## src/rtl/aog_pkg.sv

```systemverilog
package aog_pkg;

   typedef enum logic [1:0] {
      K_LOAD  = 2'd0,
      K_STORE = 2'd1,
      K_LL    = 2'd2,
      K_SC    = 2'd3
   } ref_kind_e;

   typedef enum logic [1:0] {
      RG_CACHE = 2'd0,
      RG_MMIO  = 2'd1,
      RG_CFG   = 2'd2,
      RG_ROM   = 2'd3
   } region_e;

endpackage

```

## src/rtl/aog_credit_ctr.sv

```systemverilog
module aog_credit_ctr #(
   parameter int MAX_OUT = 8,
   parameter int CW      = $clog2(MAX_OUT + 1)
) (
   input  logic          clk,
   input  logic          rst_n,
   input  logic          inc,
   input  logic          dec,
   output logic [CW-1:0] count,
   output logic          empty,
   output logic          full
);

   if (MAX_OUT < 1) begin : g_bad_max
      $error("aog_credit_ctr: MAX_OUT must be at least 1");
   end

   logic dec_ok;

   // an acknowledge with nothing outstanding is dropped
   assign dec_ok = dec && (count != '0);

   always_ff @(posedge clk) begin
      if (!rst_n) begin
         count <= '0;
      end else begin
         count <= count + CW'(inc) - CW'(dec_ok);
      end
   end

   assign empty = (count == '0);
   assign full  = (count >= CW'(MAX_OUT));

endmodule

```

## src/rtl/aog_line_buf.sv

```systemverilog
module aog_line_buf #(
   parameter int LINES  = 4,
   parameter int LINE_W = 26,
   parameter bit MERGE  = 1'b1
) (
   input  logic                   clk,
   input  logic                   rst_n,
   input  logic                   wr_req,
   input  logic [LINE_W-1:0]      wr_line,
   input  logic                   clear,
   output logic                   hit,
   output logic                   full,
   output logic [LINES-1:0]       mask,
   output logic [LINES*LINE_W-1:0] lines
);

   localparam int SW = (LINES > 1) ? $clog2(LINES) : 1;

   if (LINES < 1) begin : g_bad_lines
      $error("aog_line_buf: LINES must be at least 1");
   end
   if (LINE_W < 1) begin : g_bad_width
      $error("aog_line_buf: LINE_W must be at least 1");
   end

   logic [LINES-1:0]             vld;
   logic [LINES-1:0][LINE_W-1:0] ent;
   logic [SW-1:0]                sel;
   logic                         found;

   // lowest free slot; slots fill in order because clearing is all-at-once
   always_comb begin
      sel   = '0;
      found = 1'b0;
      for (int i = 0; i < LINES; i++) begin
         if (!vld[i] && !found) begin
            sel   = SW'(i);
            found = 1'b1;
         end
      end
   end

   if (MERGE) begin : g_merge
      logic [LINES-1:0] match;
      for (genvar i = 0; i < LINES; i++) begin : g_cmp
         assign match[i] = vld[i] && (ent[i] == wr_line);
      end
      assign hit = |match;
   end else begin : g_nomerge
      assign hit = 1'b0;
   end

   assign full = &vld;

   always_ff @(posedge clk) begin
      if (!rst_n) begin
         vld <= '0;
         ent <= '0;
      end else if (clear) begin
         vld <= '0;
      end else if (wr_req && !hit && !full) begin
         vld[sel] <= 1'b1;
         ent[sel] <= wr_line;
      end
   end

   assign mask  = vld;
   assign lines = ent;

endmodule

```

## src/rtl/aog_policy.sv

```systemverilog
module aog_policy
   import aog_pkg::*;
(
   input  logic       valid,
   input  logic [1:0] kind,
   input  logic [1:0] region,
   input  logic       in_event,
   input  logic       hold,
   input  logic       cnt_zero,
   input  logic       cnt_full,
   input  logic       buf_full,
   input  logic       buf_hit,
   output logic       take,
   output logic       issue,
   output logic       buffered,
   output logic       commit,
   output logic       overflow
);

   ref_kind_e k;
   region_e   rg;
   logic      need_drain;

   assign k  = ref_kind_e'(kind);
   assign rg = region_e'(region);

   // cacheable stores inside an event stay in the core until the SC
   assign buffered = in_event && (k == K_STORE) && (rg == RG_CACHE);

   always_comb begin
      need_drain = hold;
      case (rg)
         RG_MMIO, RG_CFG: need_drain = 1'b1;
         RG_ROM:          ;
         default:         if (in_event) need_drain = 1'b1;
      endcase
      if (k == K_LL || k == K_SC) need_drain = 1'b1;
   end

   assign take     = valid && (buffered || (!cnt_full && (!need_drain || cnt_zero)));
   assign issue    = take && !buffered;
   assign overflow = take && buffered && !buf_hit && buf_full;
   assign commit   = issue && (k == K_SC) && in_event;

endmodule

```

## src/rtl/atomic_order_gate.sv

```systemverilog
module atomic_order_gate
   import aog_pkg::*;
#(
   parameter int LINES   = 4,
   parameter int LINE_W  = 26,
   parameter int MAX_OUT = 8,
   parameter bit MERGE   = 1'b1
) (
   input  logic                    clk,
   input  logic                    rst_n,
   input  logic                    ref_valid,
   input  logic [1:0]              ref_kind,
   input  logic [1:0]              ref_region,
   input  logic [LINE_W-1:0]       ref_line,
   output logic                    ref_take,
   output logic                    ref_issue,
   input  logic                    mem_ack,
   output logic                    commit_valid,
   output logic [LINES-1:0]        commit_mask,
   output logic [LINES*LINE_W-1:0] commit_lines,
   output logic                    atom_active,
   output logic                    overflow_err
);

   localparam int CNT_W = $clog2(MAX_OUT + 1);

   logic [CNT_W-1:0] out_cnt;
   logic             cnt_zero, cnt_full;
   logic             buf_hit, buf_full;
   logic             buffered, commit, overflow;
   logic             in_event, hold;

   aog_credit_ctr #(
      .MAX_OUT (MAX_OUT),
      .CW      (CNT_W)
   ) u_credit (
      .clk   (clk),
      .rst_n (rst_n),
      .inc   (ref_issue),
      .dec   (mem_ack),
      .count (out_cnt),
      .empty (cnt_zero),
      .full  (cnt_full)
   );

   aog_policy u_policy (
      .valid    (ref_valid),
      .kind     (ref_kind),
      .region   (ref_region),
      .in_event (in_event),
      .hold     (hold),
      .cnt_zero (cnt_zero),
      .cnt_full (cnt_full),
      .buf_full (buf_full),
      .buf_hit  (buf_hit),
      .take     (ref_take),
      .issue    (ref_issue),
      .buffered (buffered),
      .commit   (commit),
      .overflow (overflow)
   );

   aog_line_buf #(
      .LINES  (LINES),
      .LINE_W (LINE_W),
      .MERGE  (MERGE)
   ) u_lines (
      .clk     (clk),
      .rst_n   (rst_n),
      .wr_req  (ref_take && buffered),
      .wr_line (ref_line),
      .clear   (commit || overflow),
      .hit     (buf_hit),
      .full    (buf_full),
      .mask    (commit_mask),
      .lines   (commit_lines)
   );

   // event state: opened by an issued LL, closed by commit or abort
   always_ff @(posedge clk) begin
      if (!rst_n) begin
         in_event <= 1'b0;
      end else if (commit || overflow) begin
         in_event <= 1'b0;
      end else if (ref_issue && ref_kind_e'(ref_kind) == K_LL) begin
         in_event <= 1'b1;
      end
   end

   // trailing fence after SC and configuration-header accesses
   always_ff @(posedge clk) begin
      if (!rst_n) begin
         hold <= 1'b0;
      end else if (ref_issue) begin
         hold <= (ref_kind_e'(ref_kind) == K_SC) || (region_e'(ref_region) == RG_CFG);
      end
   end

   assign commit_valid = commit;
   assign atom_active  = in_event;
   assign overflow_err = overflow;

endmodule

```

## config.mk

```make
export PLATFORM = sky130hd
export DESIGN_NAME = atomic_order_gate
export DESIGN_NICKNAME = d
export VERILOG_FILES = /design/src/rtl/aog_pkg.sv /design/src/rtl/aog_credit_ctr.sv /design/src/rtl/aog_line_buf.sv /design/src/rtl/aog_policy.sv /design/src/rtl/atomic_order_gate.sv
export SDC_FILE = /design/constraint.sdc
export NUM_CORES = 1
export LEC_CHECK = 0
export BUFFER_PORTS_ARGS = -buffer_cell sky130_fd_sc_hd__clkbuf_2
export CAP_MARGIN = 20
export CORE_MARGIN = 3
export CORE_UTILIZATION = 25
export DETAILED_ROUTE_END_ITERATION = 16
export PLACE_DENSITY = 0.53
export SLEW_MARGIN = 20
export SYNTH_ARGS = -nofsm -noshare
export SYNTH_HDL_FRONTEND = slang
export SYNTH_SLANG_ARGS = --single-unit
```

## constraint.sdc

```tcl
create_clock -name clk -period 2.2 [get_ports clk]
set_input_delay 0.11 -clock clk [delete_from_list [all_inputs] [get_ports clk]]
set_output_delay 0.11 -clock clk [all_outputs]
set_load 0.05 [all_outputs]
```

==> results of run 1 <==
==> layout make-up <==
cell class / instances / area, um2
multi-input combinational: 476 / 3640
clock inverter: 11 / 148
inverter: 14 / 52.6
clock buffer: 21 / 503
fill: 2435 / 14900
timing repair buffer: 239 / 1630
tap: 319 / 399
sequential: 114 / 2370
==> cell usage after synthesis <==
master     count  area share (%)
xnor2_2        2            0.54
o31ai_1        1            0.12
buf_2         25             2.1
nor2b_1        4            0.41
o21ai_0        2            0.17
dfxtp_1      114              38
clkbuf_1      23             1.4
a21boi_0       1            0.12
nand3_1        3            0.25
o2111a_1       1            0.19
or3b_1         1            0.15
o21a_1         1            0.12
nor2_1         6            0.37
ha_1          10             2.1
nand4b_1       3            0.44
xnor2_1       90              13
a41o_1         2            0.33
nor3_1         3            0.25
and3_1         1            0.10
fa_1           1            0.33
nor3b_1        1            0.12
nand4_1       46             4.8
mux2i_1      104              17
and4b_1        1            0.17
nand2_1      139             8.6
a211oi_1       2            0.25
o211a_1        4            0.66
mux2_2         1            0.19
a22oi_1        1            0.12
buf_6          3            0.56
o221a_2        1            0.19
and2_1         6            0.62
nor4_1        13             1.3
or4_1          1            0.12
a21oi_1        5            0.41
inv_1         14            0.87
buf_12         2            0.66
a21o_1         2            0.25
xor2_1        14             2.0
nor4b_1        2            0.29
a2111oi_0      1            0.15
==> flip-flops by register name (all words and copies together) (netlist names) <==
signal          count
u_credit.count      4
u_lines.lines     104
atom_active         1
hold                1
u_lines.mask        4
==> routing by layer <==
layer | wire, um | global-route usage [%]
met1 | 9990 | 22.5
met2 | 10500 | 28.1
met3 | 1380 | 4.44
met4 | 447 | 5.28
met5 | 0 | 0
==> power by group through the flow <==
stage | clock [mW] | combinational [mW] | sequential [mW]
floorplan | 0 | 0.619 | 2.19
global placement | 0 | 0.904 | 2.18
detailed placement | 0 | 0.911 | 2.18
CTS | 3.06 | 0.930 | 2.14
global route | 3.15 | 1.06 | 2.15
finish | 3.01 | 0.952 | 2.14
==> worst min-delay path by stage <==
stage,slack [ns],endpoint
after floorplan,0.29,atom_active$_SDFFE_PP0P_
after CTS,0.002,atom_active$_SDFFE_PP0P_
after global routing,0.02,atom_active$_SDFFE_PP0P_
after global placement,0.39,hold$_SDFFE_PN0N_
after detailed placement,0.39,hold$_SDFFE_PN0N_
final,0.03,atom_active$_SDFFE_PP0P_
==> metrics by stage <==
step                      instance area [um2]  instances  setup slack (ns)
after detailed placement                 7730       1150            -0.169
final                                    8740       1194            -0.150
after floorplan                          6150        657            -0.501
after CTS                                8650       1193            -0.149
after global placement                   7730       1150            -0.108
after global routing                     8740       1194            -0.226
==> worst max-delay path, delay by kind of cell (launching register included) <==
| kind | cells | cell delay (ns) |
|---|---|---|
| xor+xnor | 1 | 0.14 |
| simple gates | 5 | 0.73 |
| buf+inv | 4 | 0.63 |
| flops | 1 | 0.32 |
==> timing repair <==
| item | CTS | global route |
|---|---|---|
| hold endpoints to repair | 1 | 0 |
| gates cloned | 4 | 0 |
| hold buffers | 1 | 0 |
| buffers inserted | 6 | 4 |
| resized for setup | 19 | 22 |
| pin swaps | 5 | 7 |
| endpoints found under the setup margin | 69 | 107 |
==> cell families after synthesis <==
group,Yosys count,synth area share (%)
and+or+nand+nor,230,18.1
buffers and inverters,67,5.60
muxes,105,17.4
xor gates and xnor gates,106,15.6
adders and majority gates,11,2.40
DFF,114,37.8
AOI/OAI and AO/OA,24,3.09
==> impl_metrics.tcl, run 1 <==
set metrics [dict create \
    status "finished, violations left" \
    violations "setup timing" \
    reg2reg_slack_ns -0.11 \
    wirelength_mm 22.4 \
    cp_data_required_time_ns 2.09 \
    design.core.area_mm2 0.0236 \
    clock_power_share_pct 49.4 \
    arrival_ns 2.24 \
    r2r-end "u_lines.lines[20]$_SDFFE_PN0P_" \
    rsz0062_at_grt "true" \
    ys_ff_latch 114 \
    endpoint "overflow_err" \
    combPwrFrac_pct 15.6 \
    drtIter0Drc 306 \
    h-tree-depth 4 \
    finalSetupTns_ns -2.46 \
    nNetsFinal 907 \
    drv_slew 0 \
    period_share_pct 107 \
    netlist_area_mm2 0.00604 \
    setup_viol 49 \
    area_delta_synth_final_pct 44.8 \
    p_leak_nw 4.05 \
    clock-sinks 114 \
    drive_above_1_share_pct 42.6 \
    switching_power_mw 1.62 \
    finalHoldViolations 0 \
    num_vias 5434 \
    crit_path_cell_trace "xnor2_1 -> buf_4 -> nand4_1 -> nor4_2 -> buf_4 -> nand4_1 -> buf_4 -> nand4_1 -> nor2_2 -> buf_8" \
    layout_min_cycle_time_ns 2.35 \
    clk_pin_slew_worst_paths_ns 0.06 \
    antenna_found_initial 0 \
    power_density_mw_per_mm2 698 \
    endpoint_kind "output pin" \
    port-buffer-count 146 \
    io_pins 147 \
    total_power_mw 6.11 \
    clock_latency_ns 0.42 \
    grt_overflow 0 \
    crit_type "flip-flop to output pin" \
    synth_nets 702 \
    cpMaxStageDelayCell "nor4_2" \
    rows 56 \
    gp_congestion 0.908 \
    yosysUniqueCellTypes 41 \
    startpoint_type "flip-flop" \
    timing.rr.start "u_lines.lines[77]$_SDFFE_PN0P_" \
    start_util_pct 25.6 \
    drt_first_pass_iters 5 \
    die_h_um 161 \
    power.internal_mw 4.49 \
    via_per_inst 4.55 \
    dp_hpwl_mm 17.1 \
    hold_path_depth 3 \
    switching_share_pct 26.5 \
    hold_ws_ns 0.0252 \
    max_cap_violations 0 \
    diodes 0 \
    post_synth.cell_area_avg_um2 9.19 \
    hold_class "input port to flip-flop" \
    grt_pass1_wl_mm 33.4 \
    syn_inst 657 \
    die_x_um 161 \
    ys_seq_area_share_pct 37.8 \
    post-route-drc-count 0 \
    cp_max_fo 2 \
    cts_buffer_depth 2 \
    min_from "ref_kind[0]" \
    setup_ws_ns -0.150 \
    grt_pass1_vias 5362 \
    tightest_slew_ns 0.594 \
    fmaxAchievable_ghz 0.426 \
    startpoint "u_lines.lines[77]$_SDFFE_PN0P_" \
    tritoncts "yes" \
    final_util_pct 37.0 \
    root_buffer "clkbuf_16" \
    ys_warn_count 0 \
    final_cell_mix "143 x clkbuf_2, 139 x nand2_1, 104 x mux2i_1" \
    slowest_delay_ns 0.33 \
    dieArea_mm2 0.0260 \
    grt_usage_pct 17.3 \
    grt_max_degree 135 \
    finalClockSkew_ns 0.0106 \
    relSlewSlack_pct 60.4 \
    cts_buffers 17 \
    avgRoutedWirePerCell_um 18.7 \
    irDropWorstVdd_v 0.000436 \
    r2r_cells 12 \
    pwr-share-seq_pct 35.1 \
    ant_nets 0 \
    layout_commonest_cell "clkbuf_2" \
]
No activity file was read; power rests on OpenSTA's default activity.
==> inputs of run 2 (changes only) <==
--- a/config.mk
+++ b/config.mk
@@ -5,12 +5,13 @@
 export SDC_FILE = /design/constraint.sdc
 export NUM_CORES = 1
 export LEC_CHECK = 0
+export ABC_AREA = 1
 export BUFFER_PORTS_ARGS = -buffer_cell sky130_fd_sc_hd__clkbuf_2
 export CAP_MARGIN = 20
 export CORE_MARGIN = 3
 export CORE_UTILIZATION = 25
 export DETAILED_ROUTE_END_ITERATION = 16
-export PLACE_DENSITY = 0.53
+export PLACE_DENSITY = 0.52
 export SLEW_MARGIN = 20
 export SYNTH_ARGS = -nofsm -noshare
 export SYNTH_HDL_FRONTEND = slang
==> run 2 against run 1 <==
Compared with the run above:
- sequential share of layout area shrank 5.2 points
- clock-buffer cell count grew 1
- die area grew 33%
- critical path type unchanged
- combinational power grew 2%
- the run now ends clean
- non-clock buffer count shrank 15
- register-to-register slack gained 0.25 ns
- synthesized area grew 34%
- setup slack gained 0.19 ns
- critical path depth grew 1
- hold slack gained 0.0045 ns
==> impl_metrics.tcl, run 2 <==
set metrics [dict create \
    status "complete, no violations" \
    grt_overflow 0 \
    diodes 0 \
    hold_ws_ns 0.0297 \
    synth_nets 1456 \
    clock-sinks 114 \
    synth_top_area_share_pct 28.1 \
    drt_first_pass_iters 6 \
    pwr-share-seq_pct 35.4 \
    finalHoldViolations 0 \
    ys_seq_area_share_pct 28.1 \
    setup_ws_ns 0.0426 \
    cpMaxStageDelayCell "dfxtp_1" \
    period_share_pct 98.1 \
    grt_max_degree 51 \
    reg2reg_slack_ns 0.14 \
    r2r-end "u_lines.lines[41]$_SDFFE_PN0P_" \
    endpoint_kind "output pin" \
    cp_data_required_time_ns 2.09 \
    worst_path_most_repeated_cell "nand2_1" \
    clock_power_share_pct 48.5 \
    drv_slew 0 \
    cts_buffers 17 \
    gp_congestion 1.02 \
    nNetsFinal 1637 \
    num_vias 9261 \
    rows 65 \
    clk_pin_slew_worst_paths_ns 0.06 \
    yosysMostFrequentCell "nand2_1" \
    placed_cell_area_mm2 0.00975 \
    timing.rr.start "u_lines.lines[92]$_SDFFE_PN0P_" \
    area_delta_synth_final_pct 31.7 \
    netlist_top_cells_area "dfxtp_1 28%, nand2_1 23%, inv_1 11%, nand4_1 9.9%, nor2_1 8.8%" \
    grt_usage_pct 20.2 \
    irDropWorstVdd_v 0.000533 \
    start_util_pct 25.5 \
    ys_async_sr_fraction_pct 0 \
    min_to "atom_active$_SDFFE_PP0P_" \
    r2r_cells 12 \
    root_buffer "clkbuf_16" \
    grt_pass1_vias 8680 \
    antenna_found_initial 0 \
    design.core.area_mm2 0.0318 \
    drive_above_1_share_pct 26.2 \
    arrival_ns 2.05 \
    cts_buffer_depth 2 \
    wirelength_mm 35.5 \
    ant_nets 0 \
    largest_reg_flops 104 \
    rsz0062_at_grt "true" \
    startpoint_type "flip-flop" \
    port-buffer-count 146 \
    dp_hpwl_mm 28.0 \
    io_pins 147 \
    yosys.area.top_type "dfxtp_1" \
    fmaxAchievable_ghz 0.464 \
    syn_inst 1411 \
    power.internal_mw 4.27 \
    h-tree-depth 4 \
    stdcell_area_mm2 0.0107 \
    switching_share_pct 28.9 \
    hold_path_depth 5 \
    synth_edf_count 0 \
    p_leak_nw 5.43 \
    switching_power_mw 1.74 \
    synthFlopType "dfxtp_1" \
    combPwrFrac_pct 16.1 \
    post-place-ws_ns 0.0871 \
    post-route-drc-count 0 \
    yosysUniqueCellTypes 37 \
    drtIter0Drc 686 \
    grt_pass1_wl_mm 52.2 \
    crit_path_cell_trace "nand2_1 -> nand4_1 -> nor2_1 -> nand2_1 -> nor2_1 -> nand2_1 -> nand3_2 -> nor2_4 -> nand3_4 -> inv_2 -> buf_12" \
    synthTopCellsByCount "488 x nand2_1, 238 x inv_1, 191 x nor2_1" \
    avgRoutedWirePerCell_um 17.4 \
    relSlewSlack_pct 60.8 \
    die_h_um 186 \
    layout_commonest_cell "nand2_1" \
    ys_ff_latch 114 \
    cp_max_fo 7 \
    clock_latency_ns 0.43 \
    hold_class "input port to flip-flop" \
    layout_min_cycle_time_ns 2.16 \
    max_cap_violations 0 \
    finalClockSkew_ns 0.00984 \
    post_synth.cell_area_avg_um2 5.75 \
    netlist_area_mm2 0.00812 \
    setup_viol 0 \
    die_x_um 186 \
    power_density_mw_per_mm2 563 \
    ys_warn_count 0 \
    dieArea_mm2 0.0347 \
    via_per_inst 4.54 \
    final_cell_mix "468 x nand2_1, 228 x inv_1, 185 x nor2_1" \
    tightest_slew_ns 0.588 \
    crit_type "flip-flop to output pin" \
    min_from "ref_kind[1]" \
    tritoncts "yes" \
    slowest_delay_ns 0.42 \
]
## run 2: changes by cell type in the layout (fill, tap and decap cells not counted), sizes merged, moves of 9 or more
cell / previous run / this run
a21oi: 5 / 16
xor2: 14 / 5
nand2: 139 / 490
nor4: 13 / 0
o21ai: 2 / 22
xnor2: 92 / 30
nand3: 3 / 19
inv: 14 / 295
nor2: 6 / 193
mux2i: 104 / 0
buf: 95 / 80
nand4: 46 / 133
## run 2: how the worst max path moves through the flow
stage	startpoint	end	slack (ns)	cells past startpoint
final	u_lines.lines[3]$_SDFFE_PN0P_	overflow_err	0.04	11
after detailed placement	ref_region[0]	u_credit.count[2]$_SDFF_PN0_	0.09	13
after global routing	u_lines.lines[82]$_SDFFE_PN0P_	overflow_err	-0.03	10
after global placement	ref_line[2]	atom_active$_SDFFE_PP0P_	0.07	10
after CTS	u_lines.lines[38]$_SDFFE_PN0P_	overflow_err	0.002	12
after floorplan	u_credit.count[2]$_SDFF_PN0_	u_credit.count[2]$_SDFF_PN0_	0.07	10
## run 2: kinds of logic (layout without fill, tap and decap cells)
logic type / Yosys count / count (layout) / share of synthesized area, %
AND/OR/NAND/NOR: 847 / 847 / 45.3
flip-flops: 114 / 114 / 28.1
XOR/XNOR: 35 / 35 / 3.78
adder cells (fa/ha/maj): 11 / 11 / 1.79
AO/OA/AOI/OAI: 47 / 47 / 3.31
buffers and inverters: 357 / 551 / 17.7
## run 2: cell type report
cell class	count	area, um2
Clock buffer	22	464
Clock inverter	10	133
Fill cell	3603	21100
Inverter	295	1110
Multi-Input combinational cell	940	4630
Sequential cell	114	2340
Tap cell	435	544
Timing Repair Buffer	224	1460
## run 2: stage by stage
stage / utilization [%] / setup TNS, ns / total power, mW / std cells
after floorplan: - / 0 / 2.77 / 1411
after global placement: 30.7 / 0 / 3.07 / 1998
after detailed placement: 30.7 / 0 / 3.08 / 1998
after CTS: 33.1 / 0 / 6.01 / 2034
after global routing: 33.6 / -0.0306 / 6.25 / 2040
final: 33.6 / 0 / 6.01 / 2040
## run 2: timing repair
item,in CTS,in global routing
setup endpoints to repair,2,4
resized for setup,46,62
hold endpoints to repair,1,0
buffers inserted,3,7
hold buffers,1,0
pin swaps,6,14
## run 2: power groups by stage
stage               Combinational (mW)  Clock, mW  Sequential, mW
finish                           0.968       2.91            2.13
detailed placement               0.904          0            2.17
floorplan                        0.586          0            2.18
global placement                 0.899          0            2.17
global route                      1.08       3.03            2.13
CTS                              0.923       2.95            2.13
## run 2: worst max-delay path: cells and delay by family, from the launching register on
| kind | cells | cell delay [ns] |
|---|---|---|
| DFF | 1 | 0.42 |
| and+or+nand+nor | 9 | 0.97 |
| buffers and inverters | 2 | 0.23 |
## run 2: routing by layer
metal | track usage, % | vias to the layer above | wire length [um]
met5 | 0 | - | 0
met4 | 4.50 | 0 | 641
met3 | 4.16 | 43 | 2490
met2 | 32.9 | 344 | 16300
met1 | 27.6 | 4224 | 16100
li1 | - | 4650 | -
==> inputs of run 3 (changes only) <==
--- a/config.mk
+++ b/config.mk
@@ -8,7 +8,7 @@
 export ABC_AREA = 1
 export BUFFER_PORTS_ARGS = -buffer_cell sky130_fd_sc_hd__clkbuf_2
 export CAP_MARGIN = 20
-export CORE_MARGIN = 3
+export CORE_MARGIN = 5
 export CORE_UTILIZATION = 25
 export DETAILED_ROUTE_END_ITERATION = 16
 export PLACE_DENSITY = 0.52
==> run 3 against run 2 <==
Compared with the run above:
- design area is 1.3% lower
- clock power is 2% higher
- final cell count hardly changed
- critical endpoint unchanged
==> impl_metrics.tcl, run 3 (same netlist as run 2, synthesis figures left out) <==
set metrics [dict create \
    status "complete, no violations" \
    drv_slew 0 \
    n_fill_cell 3622 \
    clock-sinks 114 \
    antenna_found_initial 0 \
    irDropWorstVdd_v 0.000513 \
    grt_pass1_wl_mm 53.7 \
    cp.depth 11 \
    cts_buffers 17 \
    grt_max_degree 74 \
    tritoncts "yes" \
    startpoint_type "flip-flop" \
    slowest_delay_ns 0.34 \
    gp_congestion 0.931 \
    wirelength_mm 36.1 \
    fmaxAchievable_ghz 0.465 \
    tightest_slew_ns 0.575 \
    diodes 0 \
    die_h_um 190 \
    finalClockSkew_ns 0.0101 \
    cts_buffer_depth 2 \
    max_cap_violations 0 \
    grt_usage_pct 19.6 \
    crit_family "simple AND/OR/NAND/NOR gates" \
    cp_data_required_time_ns 2.09 \
    cp_max_fo 3 \
    largest_reg_flops 104 \
    final_cell_mix "482 x nand2_1, 235 x inv_1, 187 x nor2_1" \
    post-route-drc-count 0 \
    io_pins 147 \
    grt_pass1_vias 8864 \
    relSlewSlack_pct 61.6 \
    clk_pin_slew_worst_paths_ns 0.06 \
    avgRoutedWirePerCell_um 17.7 \
    finalHoldViolations 0 \
    power_density_mw_per_mm2 573 \
    area_delta_synth_final_pct 29.9 \
    period_share_pct 97.7 \
    rsz0062_at_grt "false" \
    h-tree-depth 4 \
    endpoint_kind "output pin" \
    arrival_ns 2.04 \
    cp.buffers_inverters 2 \
    cpMaxStageDelayCell "dfxtp_1" \
    hold_path_depth 5 \
    setup_viol 0 \
    crit_path_cell_trace "xnor2_1 -> nand2_1 -> nor2_1 -> nand2_1 -> nor2_1 -> nand2_1 -> nand3_2 -> nor2_4 -> nand3_4 -> inv_4 -> buf_12" \
    crit_type "flip-flop to output pin" \
    design.core.area_mm2 0.0323 \
    drt_first_pass_iters 6 \
    p_leak_nw 5.36 \
    layout_commonest_cell "nand2_1" \
    root_buffer "clkbuf_16" \
    num_vias 9251 \
    start_util_pct 25.1 \
    grt_overflow 0 \
    ant_nets 0 \
    die_x_um 190 \
    finalSetupTns_ns 0 \
    r2r_cells 14 \
    layout_min_cycle_time_ns 2.15 \
    via_per_inst 4.53 \
    place_inst 2008 \
    hold_class "input port to flip-flop" \
    rows 66 \
    drtIter0Drc 843 \
    nNetsFinal 1633 \
    clock_latency_ns 0.43 \
    port-buffer-count 146 \
    dp_hpwl_mm 28.2 \
    final_cells 2042 \
    worst_path_most_repeated_cell "nand2_1" \
    dieArea_mm2 0.0362 \
    drive_above_1_share_pct 22.9 \
]
## run 3: tightest hold or removal path, delay by kind of cell
| family | cells | cell delay (ns) |
|---|---|---|
| buf+inv | 3 | 0.20 |
| compound gates | 1 | 0.07 |
| simple gates | 1 | 0.03 |
## run 3: metrics by stage
stage	setup WS, ns	hold slack (ns)	area, um2	utilization (%)	power (mW)
after floorplan	0.0725	0.279	8120	-	2.77
after global placement	0.151	0.406	9790	30.3	3.09
after detailed placement	0.103	0.413	9790	30.3	3.11
after CTS	0.0265	0.0157	10400	32.3	6.06
after global routing	0.00147	0.0933	10500	32.7	6.29
final	0.0496	0.0288	10500	32.7	6.04
## run 3: metal layers
| layer | vias to the layer above | share of wire (%) | track usage [%] |
|---|---|---|---|
| met3 | 37 | 7.1 | 3.63 |
| met2 | 336 | 46 | 32.1 |
| met1 | 4252 | 45 | 26.6 |
| met4 | 0 | 2.2 | 5.61 |
| met5 | - | 0 | 0 |
| li1 | 4626 | - | - |
## run 3: area by class of cell
cell class / count / area (um2) / area share (%)
inverter: 295 / 1110 / 10.6
sequential: 114 / 2310 / 22.0
timing repair buffer: 220 / 1460 / 13.9
multi-input combinational: 940 / 4500 / 42.7
tap: 442 / 553 / 5.25
clock inverter: 10 / 133 / 1.26
clock buffer: 21 / 470 / 4.46
## run 3: path summary, 6_finish.rpt
check / from / endpoint / slack (ns)
max: u_lines.lines[2]$_SDFFE_PN0P_ / overflow_err / 0.05
min: ref_kind[1] / atom_active$_SDFFE_PP0P_ / 0.03
max reg2reg: u_lines.lines[2]$_SDFFE_PN0P_ / u_lines.lines[26]$_SDFFE_PN0P_ / 0.11
min reg2reg: u_lines.lines[38]$_SDFFE_PN0P_ / u_lines.lines[38]$_SDFFE_PN0P_ / 0.53
## run 3: report_power, final
part | total [mW] | internal [mW] | switching [mW]
Clock | 2.96 | 1.86 | 1.10
Combinational | 0.955 | 0.334 | 0.620
Sequential | 2.13 | 2.10 | 0.0253
Total | 6.04 | 4.30 | 1.75
## run 3: timing repair
item / CTS / global route
resized for setup: 9 / 40
hold buffers: 1 / 0
buffers inserted: 1 / 1
endpoints found under the setup margin: 2 / 87
hold endpoints to repair: 1 / 0
pin swaps: 1 / 6
cloned: 0 / 0
